==> src/rtl/uart_rxq_pkg.sv <==
package uart_rxq_pkg;
   localparam int ENTRY_W = 12;
   localparam int DATA_W  = 8;
   localparam int FE_BIT  = 8;
   localparam int PE_BIT  = 9;
   localparam int BRK_BIT = 10;

   typedef logic [ENTRY_W-1:0] rxq_entry_t;

   function automatic rxq_entry_t pack_data(input logic [DATA_W-1:0] d,
                                            input logic [1:0] err);
      rxq_entry_t e;
      e = '0;
      e[DATA_W-1:0] = d;
      e[FE_BIT]     = err[0];
      e[PE_BIT]     = err[1];
      return e;
   endfunction

   function automatic rxq_entry_t break_entry();
      rxq_entry_t e;
      e = '0;
      e[BRK_BIT] = 1'b1;
      return e;
   endfunction
endpackage

==> src/rtl/rxq_store.sv <==
module rxq_store
   import uart_rxq_pkg::*;
#(
   parameter int DEPTH       = 16,
   parameter bit SLOT_RESET  = 1'b1,
   localparam int PTR_W      = $clog2(DEPTH)
) (
   input  logic             clk,
   input  logic             rst_n,
   input  logic             wr_en,
   input  logic [PTR_W-1:0] wr_idx,
   input  rxq_entry_t       wr_entry,
   input  logic [PTR_W-1:0] rd_idx,
   output rxq_entry_t       rd_entry
);
   rxq_entry_t slots [DEPTH];

   for (genvar s = 0; s < DEPTH; s++) begin : g_slot
      logic hit;
      assign hit = wr_en && (wr_idx == PTR_W'(s));
      if (SLOT_RESET) begin : g_rst
         always_ff @(posedge clk) begin
            if (!rst_n)   slots[s] <= '0;
            else if (hit) slots[s] <= wr_entry;
         end
      end else begin : g_norst
         always_ff @(posedge clk) begin
            if (hit) slots[s] <= wr_entry;
         end
      end
   end

   assign rd_entry = slots[rd_idx];
endmodule

==> src/rtl/rxq_ptr_ctrl.sv <==
module rxq_ptr_ctrl #(
   parameter int DEPTH  = 16,
   localparam int PTR_W = $clog2(DEPTH),
   localparam int CNT_W = $clog2(DEPTH + 1)
) (
   input  logic             clk,
   input  logic             rst_n,
   input  logic             wr_req,
   input  logic             rd_req,
   input  logic             clear,
   input  logic             fifo_mode,
   output logic             wr_ok,
   output logic             rd_ok,
   output logic [PTR_W-1:0] wr_idx,
   output logic [PTR_W-1:0] rd_idx,
   output logic [CNT_W-1:0] cnt,
   output logic [CNT_W-1:0] depth_eff,
   output logic             ready
);
   logic [PTR_W-1:0] rd_q;
   logic [CNT_W-1:0] cnt_q;
   logic [CNT_W:0]   slot_sum;

   initial begin
      assert (DEPTH >= 2) else $error("rxq_ptr_ctrl: DEPTH must be at least 2");
   end

   assign depth_eff = fifo_mode ? CNT_W'(DEPTH) : CNT_W'(1);
   assign ready     = !clear && (cnt_q < depth_eff);
   assign wr_ok     = wr_req && ready;
   assign rd_ok     = rd_req && !clear && (cnt_q != '0);

   assign slot_sum = (CNT_W+1)'(rd_q) + (CNT_W+1)'(cnt_q);
   always_comb begin
      if (slot_sum >= (CNT_W+1)'(DEPTH)) wr_idx = PTR_W'(slot_sum - (CNT_W+1)'(DEPTH));
      else                               wr_idx = PTR_W'(slot_sum);
   end

   always_ff @(posedge clk) begin
      if (!rst_n || clear) begin
         rd_q  <= '0;
         cnt_q <= '0;
      end else begin
         if (rd_ok) rd_q <= (rd_q == PTR_W'(DEPTH - 1)) ? '0 : rd_q + 1'b1;
         case ({wr_ok, rd_ok})
            2'b10:   cnt_q <= cnt_q + 1'b1;
            2'b01:   cnt_q <= cnt_q - 1'b1;
            default: cnt_q <= cnt_q;
         endcase
      end
   end

   assign rd_idx = rd_q;
   assign cnt    = cnt_q;

   // in holding-register mode no more than one entry is ever held
   assert_single_depth_R4: assert property (@(posedge clk) disable iff (!rst_n)
      (!fifo_mode && $stable(fifo_mode)) |-> cnt_q <= CNT_W'(1));
   // occupancy never passes the full depth
   assert_no_overflow_R3: assert property (@(posedge clk) disable iff (!rst_n)
      cnt_q <= CNT_W'(DEPTH));
   // a pop on an empty queue leaves the read index in place
   assert_empty_pop_R9: assert property (@(posedge clk) disable iff (!rst_n)
      (rd_req && !wr_req && !clear && cnt_q == '0) |=> ($stable(rd_q) && cnt_q == '0));
   // simultaneous accepted push and pop keep the occupancy
   assert_push_pop_R10: assert property (@(posedge clk) disable iff (!rst_n)
      (wr_ok && rd_ok) |=> $stable(cnt_q));
endmodule

==> src/rtl/rxq_trigger.sv <==
module rxq_trigger #(
   parameter int DEPTH      = 16,
   parameter int TRIG_LEVEL = 1,
   localparam int CNT_W     = $clog2(DEPTH + 1)
) (
   input  logic             clk,
   input  logic             rst_n,
   input  logic             wr_ok,
   input  logic             rd_ok,
   input  logic             clear,
   input  logic             fifo_mode,
   input  logic [CNT_W-1:0] cnt,
   output logic             irq_set,
   output logic             irq_level
);
   logic [CNT_W-1:0] trig_eff;
   logic [CNT_W-1:0] cnt_next;
   logic             hit_up, hit_down;
   logic             set_q, lvl_q;

   initial begin
      assert (TRIG_LEVEL >= 1 && TRIG_LEVEL <= DEPTH)
         else $error("rxq_trigger: TRIG_LEVEL out of range");
   end

   assign trig_eff = fifo_mode ? CNT_W'(TRIG_LEVEL) : CNT_W'(1);
   assign cnt_next = cnt + CNT_W'(wr_ok) - CNT_W'(rd_ok);
   assign hit_up   = wr_ok && !rd_ok && (cnt_next == trig_eff);
   assign hit_down = rd_ok && !wr_ok && (cnt_next == trig_eff - 1'b1);

   always_ff @(posedge clk) begin
      if (!rst_n) begin
         set_q <= 1'b0;
         lvl_q <= 1'b0;
      end else begin
         set_q <= hit_up && !clear;
         if (clear || hit_down) lvl_q <= 1'b0;
         else if (hit_up)       lvl_q <= 1'b1;
      end
   end

   assign irq_set   = set_q;
   assign irq_level = lvl_q;

   // the set pulse coincides with the occupancy at the trigger level
   assert_set_at_trig_R7: assert property (@(posedge clk) disable iff (!rst_n)
      irq_set |-> (cnt == trig_eff && irq_level));
   // the interrupt only falls once the occupancy is below the trigger
   assert_drop_below_R8: assert property (@(posedge clk) disable iff (!rst_n)
      $fell(irq_level) |-> cnt < trig_eff);
endmodule

==> src/rtl/uart_rx_fifo.sv <==
module uart_rx_fifo
   import uart_rxq_pkg::*;
#(
   parameter int DEPTH        = 16,
   parameter int TRIG_LEVEL   = 1,
   parameter bit SLOT_RESET   = 1'b1,
   parameter bit RESET_QMODE  = 1'b1,
   localparam int PTR_W       = $clog2(DEPTH),
   localparam int CNT_W       = $clog2(DEPTH + 1)
) (
   input  logic               clk,
   input  logic               rst_n,
   input  logic               push_valid,
   input  logic [DATA_W-1:0]  push_data,
   input  logic [1:0]         push_err,
   input  logic               break_evt,
   input  logic               pop,
   input  logic               fifo_en,
   input  logic               flush,
   output logic [ENTRY_W-1:0] head_entry,
   output logic [CNT_W-1:0]   count,
   output logic               empty,
   output logic               full,
   output logic               ready,
   output logic               rx_irq,
   output logic               rx_irq_set,
   output logic               overrun
);
   logic             mode_q;
   logic             mode_chg, clear;
   logic             wr_req, wr_ok, rd_ok;
   logic [PTR_W-1:0] wr_idx, rd_idx;
   logic [CNT_W-1:0] cnt, depth_eff;
   rxq_entry_t       wr_entry, rd_entry;
   logic             ovr_q;

   assign mode_chg = (fifo_en != mode_q);
   assign clear    = flush || mode_chg;
   assign wr_req   = push_valid || break_evt;
   assign wr_entry = break_evt ? break_entry() : pack_data(push_data, push_err);

   always_ff @(posedge clk) begin
      if (!rst_n) begin
         mode_q <= RESET_QMODE;
         ovr_q  <= 1'b0;
      end else begin
         mode_q <= fifo_en;
         ovr_q  <= (wr_req && !ready) || (push_valid && break_evt);
      end
   end

   rxq_ptr_ctrl #(.DEPTH(DEPTH)) u_ctrl (
      .clk       (clk),
      .rst_n     (rst_n),
      .wr_req    (wr_req),
      .rd_req    (pop),
      .clear     (clear),
      .fifo_mode (mode_q),
      .wr_ok     (wr_ok),
      .rd_ok     (rd_ok),
      .wr_idx    (wr_idx),
      .rd_idx    (rd_idx),
      .cnt       (cnt),
      .depth_eff (depth_eff),
      .ready     (ready)
   );

   rxq_store #(.DEPTH(DEPTH), .SLOT_RESET(SLOT_RESET)) u_store (
      .clk      (clk),
      .rst_n    (rst_n),
      .wr_en    (wr_ok),
      .wr_idx   (wr_idx),
      .wr_entry (wr_entry),
      .rd_idx   (rd_idx),
      .rd_entry (rd_entry)
   );

   rxq_trigger #(.DEPTH(DEPTH), .TRIG_LEVEL(TRIG_LEVEL)) u_trig (
      .clk       (clk),
      .rst_n     (rst_n),
      .wr_ok     (wr_ok),
      .rd_ok     (rd_ok),
      .clear     (clear),
      .fifo_mode (mode_q),
      .cnt       (cnt),
      .irq_set   (rx_irq_set),
      .irq_level (rx_irq)
   );

   assign head_entry = rd_entry;
   assign count      = cnt;
   assign empty      = (cnt == '0);
   assign full       = (cnt == depth_eff);
   assign overrun    = ovr_q;

   // a full queue never reports room
   assert_full_blocks_R3: assert property (@(posedge clk) disable iff (!rst_n)
      full |-> !ready);
   // an overrun pulse always follows a push or break that was not stored
   assert_overrun_cause_R3: assert property (@(posedge clk) disable iff (!rst_n)
      overrun |-> $past(push_valid || break_evt));
   // a clear leaves the queue empty with no interrupt
   assert_clear_empties_R11: assert property (@(posedge clk) disable iff (!rst_n)
      clear |=> (empty && !rx_irq));
endmodule

==> config.mk <==
export PLATFORM = sky130hd
export DESIGN_NAME = uart_rx_fifo
export DESIGN_NICKNAME = d
export VERILOG_FILES = /design/src/rtl/uart_rxq_pkg.sv /design/src/rtl/rxq_store.sv /design/src/rtl/rxq_ptr_ctrl.sv /design/src/rtl/rxq_trigger.sv /design/src/rtl/uart_rx_fifo.sv
export SDC_FILE = /design/constraint.sdc
export NUM_CORES = 1
export LEC_CHECK = 0
export BUFFER_PORTS_ARGS = -buffer_cell sky130_fd_sc_hd__buf_2
export CAP_MARGIN = 30
export CORE_UTILIZATION = 57
export CTS_BUF_LIST = sky130_fd_sc_hd__clkbuf_8
export DETAILED_ROUTE_END_ITERATION = 8
export PLACE_DENSITY = 0.75
export SLEW_MARGIN = 15
export SYNTH_ARGS = -nofsm -noshare
export SYNTH_HDL_FRONTEND = slang
export SYNTH_SLANG_ARGS = --single-unit
==> constraint.sdc <==
create_clock -name clk -period 4.7 [get_ports clk]
set_input_delay 0.235 -clock clk [delete_from_list [all_inputs] [get_ports clk]]
set_output_delay 0.235 -clock clk [all_outputs]
set_load 0.005 [all_outputs]
==> results of run 1 <==
## sequential cells by signal, indices dropped and copies added, names as in the netlist, named ones only
register / cells
u_trig.irq_level: 1
u_trig.irq_set: 1
mode_q: 1
u_ctrl.rd_idx: 4
u_store.slots: 176
u_ctrl.cnt: 5
overrun: 1
## layout make-up
cell class | count | area [um2]
Clock buffer | 17 | 234
Clock inverter | 15 | 150
Fill cell | 1176 | 5790
Inverter | 12 | 45.0
Multi-Input combinational cell | 407 | 3380
Sequential cell | 193 | 5630
Tap cell | 216 | 270
Timing Repair Buffer | 70 | 453
## logic make-up after synthesis
family                     synth area share
and+or+nand+nor                       0.144
DFF                                   0.603
buffers and inverters                0.0358
muxes                                 0.151
AOI/OAI and AO/OA                    0.0224
adders and majority gates            0.0316
xor gates and xnor gates             0.0122
other                              0.000402
## cells in the final DEF (no fill, tap or decap), types with 12 or more instances in the layout
cell type,instances
nand2_1,23
clkbuf_8,17
inv_1,12
nor2_1,136
nand4b_1,14
buf_2,38
ha_1,18
o21ai_1,17
nor3_1,53
dfxtp_1,15
nor2b_1,14
mux4_1,41
mux4_2,14
nand4_1,17
edfxtp_1,176
buf_4,29
## power groups by stage
stage	Combinational, uW	Sequential [uW]	Clock (uW)
floorplan	98.6	1970	0
global placement	173	1970	0
detailed placement	177	1970	0
CTS	178	1930	1060
global route	191	1940	1130
finish	179	1930	1050
## worst reg2reg max path, delay by kind of cell, from the launching register on
kind,cells,cell delay (ns)
adders and majority gates,4,1.28
and+or+nand+nor,4,0.90
DFF,1,0.52
AOI/OAI and AO/OA,2,0.44
buffers and inverters,3,0.38
xor gates and xnor gates,1,0.15
## metrics by stage
stage,area (um2),worst slack [ns],utilization,instances,hold WS (ns)
detailed placement,9750,0.915,0.611,896,0.454
finish,10200,0.925,0.637,930,0.110
global route,10200,0.646,0.637,930,0.101
CTS,10100,0.902,0.636,929,0.0767
global placement,9730,1.05,0.610,895,0.447
floorplan,9340,0.871,-,667,0.336
## worst max path at each step
stage	to	slack, ns	from	cells after the start
CTS	u_trig.irq_level	0.90	u_ctrl.cnt[1]	14
detailed placement	u_trig.irq_level	0.91	u_ctrl.cnt[1]	14
global route	u_trig.irq_level	0.65	u_ctrl.cnt[1]	14
floorplan	u_trig.irq_level	0.87	u_ctrl.cnt[1]	17
finish	u_trig.irq_level	0.92	u_ctrl.cnt[1]	14
global placement	u_trig.irq_level	1.05	u_ctrl.cnt[1]	14
## repair_timing
action                    4_1_cts  5_1_grt
hold endpoints to repair        1        0
buffers inserted                0        0
hold buffers                    1        0
## per-layer routing
metal	GRT usage	routed length, um
met5	0	0
met4	0.0889	491
met3	0.0664	2400
met2	0.450	10600
met1	0.404	8900
==> reports/metrics.csv, run 1 <==
stage;metric;value;unit
global_route;grt_overflow;0;
final_layout;nNetsFinal;739;
critical_path;cp.arrival;4.15;ns
critical_path;cpPeakStageDelay;0.52;ns
floorplanning;io_pins;40;
floorplanning;dieWidth;130;um
synth;synthesis.area;9340;um2
timing;tns;0;ns
critical_path;crit_fanout;8;
synth;synth_edf_count;176;
synth;synthesis.nets;705;
timing;fin_crit_sh;0.803;
timing;rsz0062_at_grt;no;
drt;vias_per_cell;6.38;
synth;synthTopCellsByArea;edfxtp_1 (57%), mux4_1 (12%), nor2_1 (5.5%);
drt;drt_iter0_drc;796;
floorplanning;die_area;16900;um2
clock_tree;cts_tree;yes;
critical_path;crit_family;adder cells;
synth;yosys_most_used_dff;edfxtp_1;
power;p_sw;751;uW
timing;max_slew_margin;0.367;
drt;wirelength;22400;um
place;place_congestion;0.862;
critical_path;required;5.07;ns
critical_path;path_class;reg -> reg;
critical_path;cp_num_buf_inv;3;
clock_tree;cts_root_buffer;clkbuf_8;
worst_hold_path;hold-path-endpoint;mode_q;
synth;yosysMostFrequentCell;edfxtp_1;
synth;synth_warnings;0;
power;power_frac_clock;0.333;
synth;synthCells;667;
clock_tree;cts_max_level;4;
floorplanning;start_util;0.586;
critical_path;end_kind;flip-flop;
final_layout;areaGrowthSynthToFinish;8.79;%
synth;async_reset_ff_frac;0;
clock_tree;clk_path_buf_depth;2;
status;status;completed;
drt;antenna_left;0;
timing;finalMaxSlewViolations;0;
power;total_power;3170;uW
clock_tree;numCtsBuffers;17;
floorplanning;core;15900;um2
worst_hold_path;min_from;rst_n;
clock_tree;clk_latency;0.47;ns
timing;hold_viol;0;
synth;synthTopCellsByCount;edfxtp_1 (176), nor2_1 (136), nor3_1 (53);
power;p_leak;0.00357;uW
synth;yosys.area.top_type_share;0.566;
critical_path;cp-start-kind;flip-flop;
timing;worst_pin_slew;0.948;ns
place;dp_hpwl;14900;um
clock_tree;cts.sinks;193;
timing;max_clock_freq;265;MHz
power;peakVddDrop;0.185;mV
drt;drcViolationCount;0;
worst_hold_path;hold_path_depth;2;
synth;synth-seq-cells;193;
power;switching_share;0.237;
critical_path;crit_chain;inv_1, ha_1, nor2b_1, o21ai_1, and4bb_2, inv_1, ha_1, inv_1, ha_1, fa_1, xnor2_1, nor4_1, nand2_1, o311a_1;
clock_tree;clk_pin_slew_worst_paths;0.10;ns
clock_tree;cts_resized;0;
critical_path;reg2reg_to;u_trig.irq_level;
final_layout;drive_gt1_frac;0.168;
global_route;grt_pass1_wl;34100;um
timing;fin_worst_skew;0.0124;ns
critical_path;cpMaxStageDelayCell;dfxtp_1;
power;seqPwrFrac;0.611;
place;io_buffers;38;
synth;synth_cell_types;47;
worst_hold_path;hold_path_class;in -> reg;
drt;dr.pass1.iters;5;
synth;yosysSeqAreaShare;0.603;
critical_path;reg2reg_slack;0.92;ns
synth;avgSynthCellArea;14.0;um2
synth;synth_top_area_cell;edfxtp_1;
critical_path;r2r_cells;14;
power;internal_power;2420;uW
power;combinationalPowerShare;0.057;
job;maxCapViolCount;0;
timing;fin_crit;3.78;ns
drt;vias;5935;
floorplanning;dieHeight;130;um
timing;setup_viol;0;
final_layout;antenna_cells;0;
global_route;grt_max_degree;39;
global_route;gr-usage-all-layers;0.287;
power;power.density;312;nW/um2
critical_path;r2r_start;u_ctrl.cnt[1];
floorplanning;rows;46;
global_route;grt_pass1_vias;5735;
global_route;grt_antenna_before_repair;0;
drt;wl_per_cell;24.1;um
(Power assumes the default switching activity.)
==> inputs of run 2 (changes only) <==
PLACE_DENSITY = 0.78   (was 0.75)
clock period = 3.2 ns   (was 4.7 ns; I/O delays follow)
==> run 2 against run 1 <==
Net effect: critical path depth unchanged; fmax is 22% higher; cell count increased by 2.5%; total power is 50% higher; sequential share of layout area fell by 1.5 points; core utilization up 1.8 points; clock-buffer cell count is the same; first-iteration DRC count down 12%; sequential power up 47%; combinational power is 59% higher; die area unchanged; largest power group unchanged.
==> reports/metrics.csv, run 2 (synthesis gave the netlist of run 1 again) <==
stage;metric;value;unit
status;status;completed;
power;p_leak;0.00371;uW
drt;dr.pass1.iters;5;
critical_path;required;3.61;ns
drt;vias;6216;
timing;fin_crit_sh;0.966;
global_route;grt_pass1_wl;35000;um
drt;wirelength;23300;um
drt;drcViolationCount;0;
timing;finalMaxSlewViolations;0;
final_layout;areaGrowthSynthToFinish;11.9;%
timing;hold_viol;0;
global_route;grt_antenna_before_repair;0;
clock_tree;cts_tree;yes;
final_layout;largest_reg_flops;176;
worst_hold_path;hold_path_class;in -> reg;
critical_path;path_class;reg -> reg;
drt;vias_per_cell;6.52;
floorplanning;start_util;0.586;
clock_tree;cts.sinks;193;
floorplanning;core;15900;um2
clock_tree;clk_latency;0.48;ns
clock_tree;cts_root_buffer;clkbuf_8;
drt;antenna_left;0;
worst_hold_path;min_from;rst_n;
clock_tree;numCtsBuffers;17;
power;power.density;456;nW/um2
final_layout;nNetsFinal;762;
final_layout;antenna_cells;0;
critical_path;reg2reg_to;u_ctrl.cnt[4];
floorplanning;dieHeight;130;um
critical_path;startpoint;u_ctrl.cnt[2];
final_layout;drive_gt1_frac;0.212;
clock_tree;cts_max_level;4;
drt;drt_iter0_drc;700;
place;dp_slack;0.138;ns
critical_path;cp-start-kind;flip-flop;
critical_path;cp.arrival;3.50;ns
timing;max_clock_freq;324;MHz
place;dp_hpwl;15500;um
floorplanning;die_area;16900;um2
timing;setup_viol;0;
floorplanning;io_pins;40;
critical_path;end_kind;flip-flop;
place;io_buffers;38;
timing;fin_crit;3.09;ns
timing;fin_worst_skew;0.0164;ns
global_route;grt_pass1_vias;6048;
power;peakVddDrop;0.249;mV
place;place_congestion;0.869;
final_layout;final_cell_mix;edfxtp_1 (176), nor2_1 (136), nor3_1 (53);
drt;wl_per_cell;24.5;um
floorplanning;dieWidth;130;um
critical_path;r2r_cells;14;
timing;max_slew_margin;0.463;
global_route;gr-usage-all-layers;0.296;
final_layout;regMostFlops;u_store.slots;
critical_path;r2r_start;u_ctrl.cnt[2];
critical_path;crit_fanout;4;
timing;worst_pin_slew;0.805;ns
clock_tree;clk_pin_slew_worst_paths;0.10;ns
power;total_power;4760;uW
global_route;grt_overflow;0;
clock_tree;clk_path_buf_depth;2;
floorplanning;rows;46;
final_layout;layout_commonest_cell;edfxtp_1;
final_layout;fin_util;0.655;
critical_path;crit_end;u_ctrl.cnt[4];
global_route;grt_max_degree;45;
critical_path;reg2reg_slack;0.11;ns
job;maxCapViolCount;0;
timing;layout_setup_ws;0.109;ns
-- run 2: cell count changes in the layout (fill, tap and decap cells not counted), moves of 2 or more --
| cell | previous run | this run |
|---|---|---|
| buf_4 | 29 | 52 |
| bufinv_16 | 1 | 3 |
| clkinv_1 | 0 | 2 |
| clkinv_2 | 0 | 3 |
| dfxtp_1 | 15 | 12 |
| dfxtp_2 | 2 | 4 |
| ha_1 | 18 | 13 |
| ha_4 | 0 | 4 |
| inv_1 | 12 | 8 |
| inv_4 | 0 | 2 |
| inv_6 | 6 | 3 |
-- run 2: critical path: stages (launching register included) --
cell and delay [ns]:
dfxtp_2 0.34, inv_2 0.06, ha_2 0.18, nor4b_1 0.13, buf_4 0.15, nor4b_4 0.34
ha_4 0.21, clkinvlp_4 0.12, buf_4 0.16, fa_2 0.34, nor2b_1 0.13, o21ai_1 0.08
and3_1 0.19, or4_1 0.40, a21oi_1 0.16
-- run 2: power by group --
| part | switching [uW] | total, uW | internal [uW] |
|---|---|---|---|
| Clock | 869 | 1640 | 766 |
| Sequential | 23.0 | 2840 | 2820 |
| Combinational | 180 | 285 | 105 |
| Total | 1070 | 4760 | 3690 |
-- run 2: final cells by class --
class                      count  area [um2]
inverter                      12        58.8
sequential                   193        5630
tap                          216         270
clock inverter                15         166
timing repair buffer          93         631
multi-input combinational    407        3450
fill                        1160        5500
clock buffer                  17         234
-- run 2: through the flow --
stage | setup TNS (ns) | hold WS, ns | std cells | area, um2
after global placement | 0 | 0.373 | 918 | 9980
final | 0 | 0.0198 | 953 | 10400
after floorplan | -0.0775 | 0.261 | 667 | 9410
after CTS | 0 | 0.00915 | 951 | 10400
after global routing | -0.00428 | 0.0381 | 953 | 10400
after detailed placement | 0 | 0.373 | 918 | 9980
-- run 2: how the worst min path moves through the flow --
stage	end	cells after the start
CTS	mode_q	2
global route	mode_q	2
detailed placement	mode_q	2
floorplan	mode_q	1
finish	mode_q	2
global placement	mode_q	2
-- run 2: timing repair --
item                                    CTS  global route
hold endpoints to repair                  1             0
buffers inserted                          0             2
resized for setup                         0             8
hold buffers                              1             0
endpoints found under the setup margin    0             2
-- run 2: per-layer routing --
| metal | track usage | vias up | wire length [um] |
|---|---|---|---|
| li1 | - | 2654 | - |
| met1 | 0.381 | 3082 | 8820 |
| met2 | 0.477 | 412 | 11200 |
| met3 | 0.0742 | 68 | 2500 |
| met4 | 0.135 | 0 | 828 |
| met5 | 0 | - | 0 |
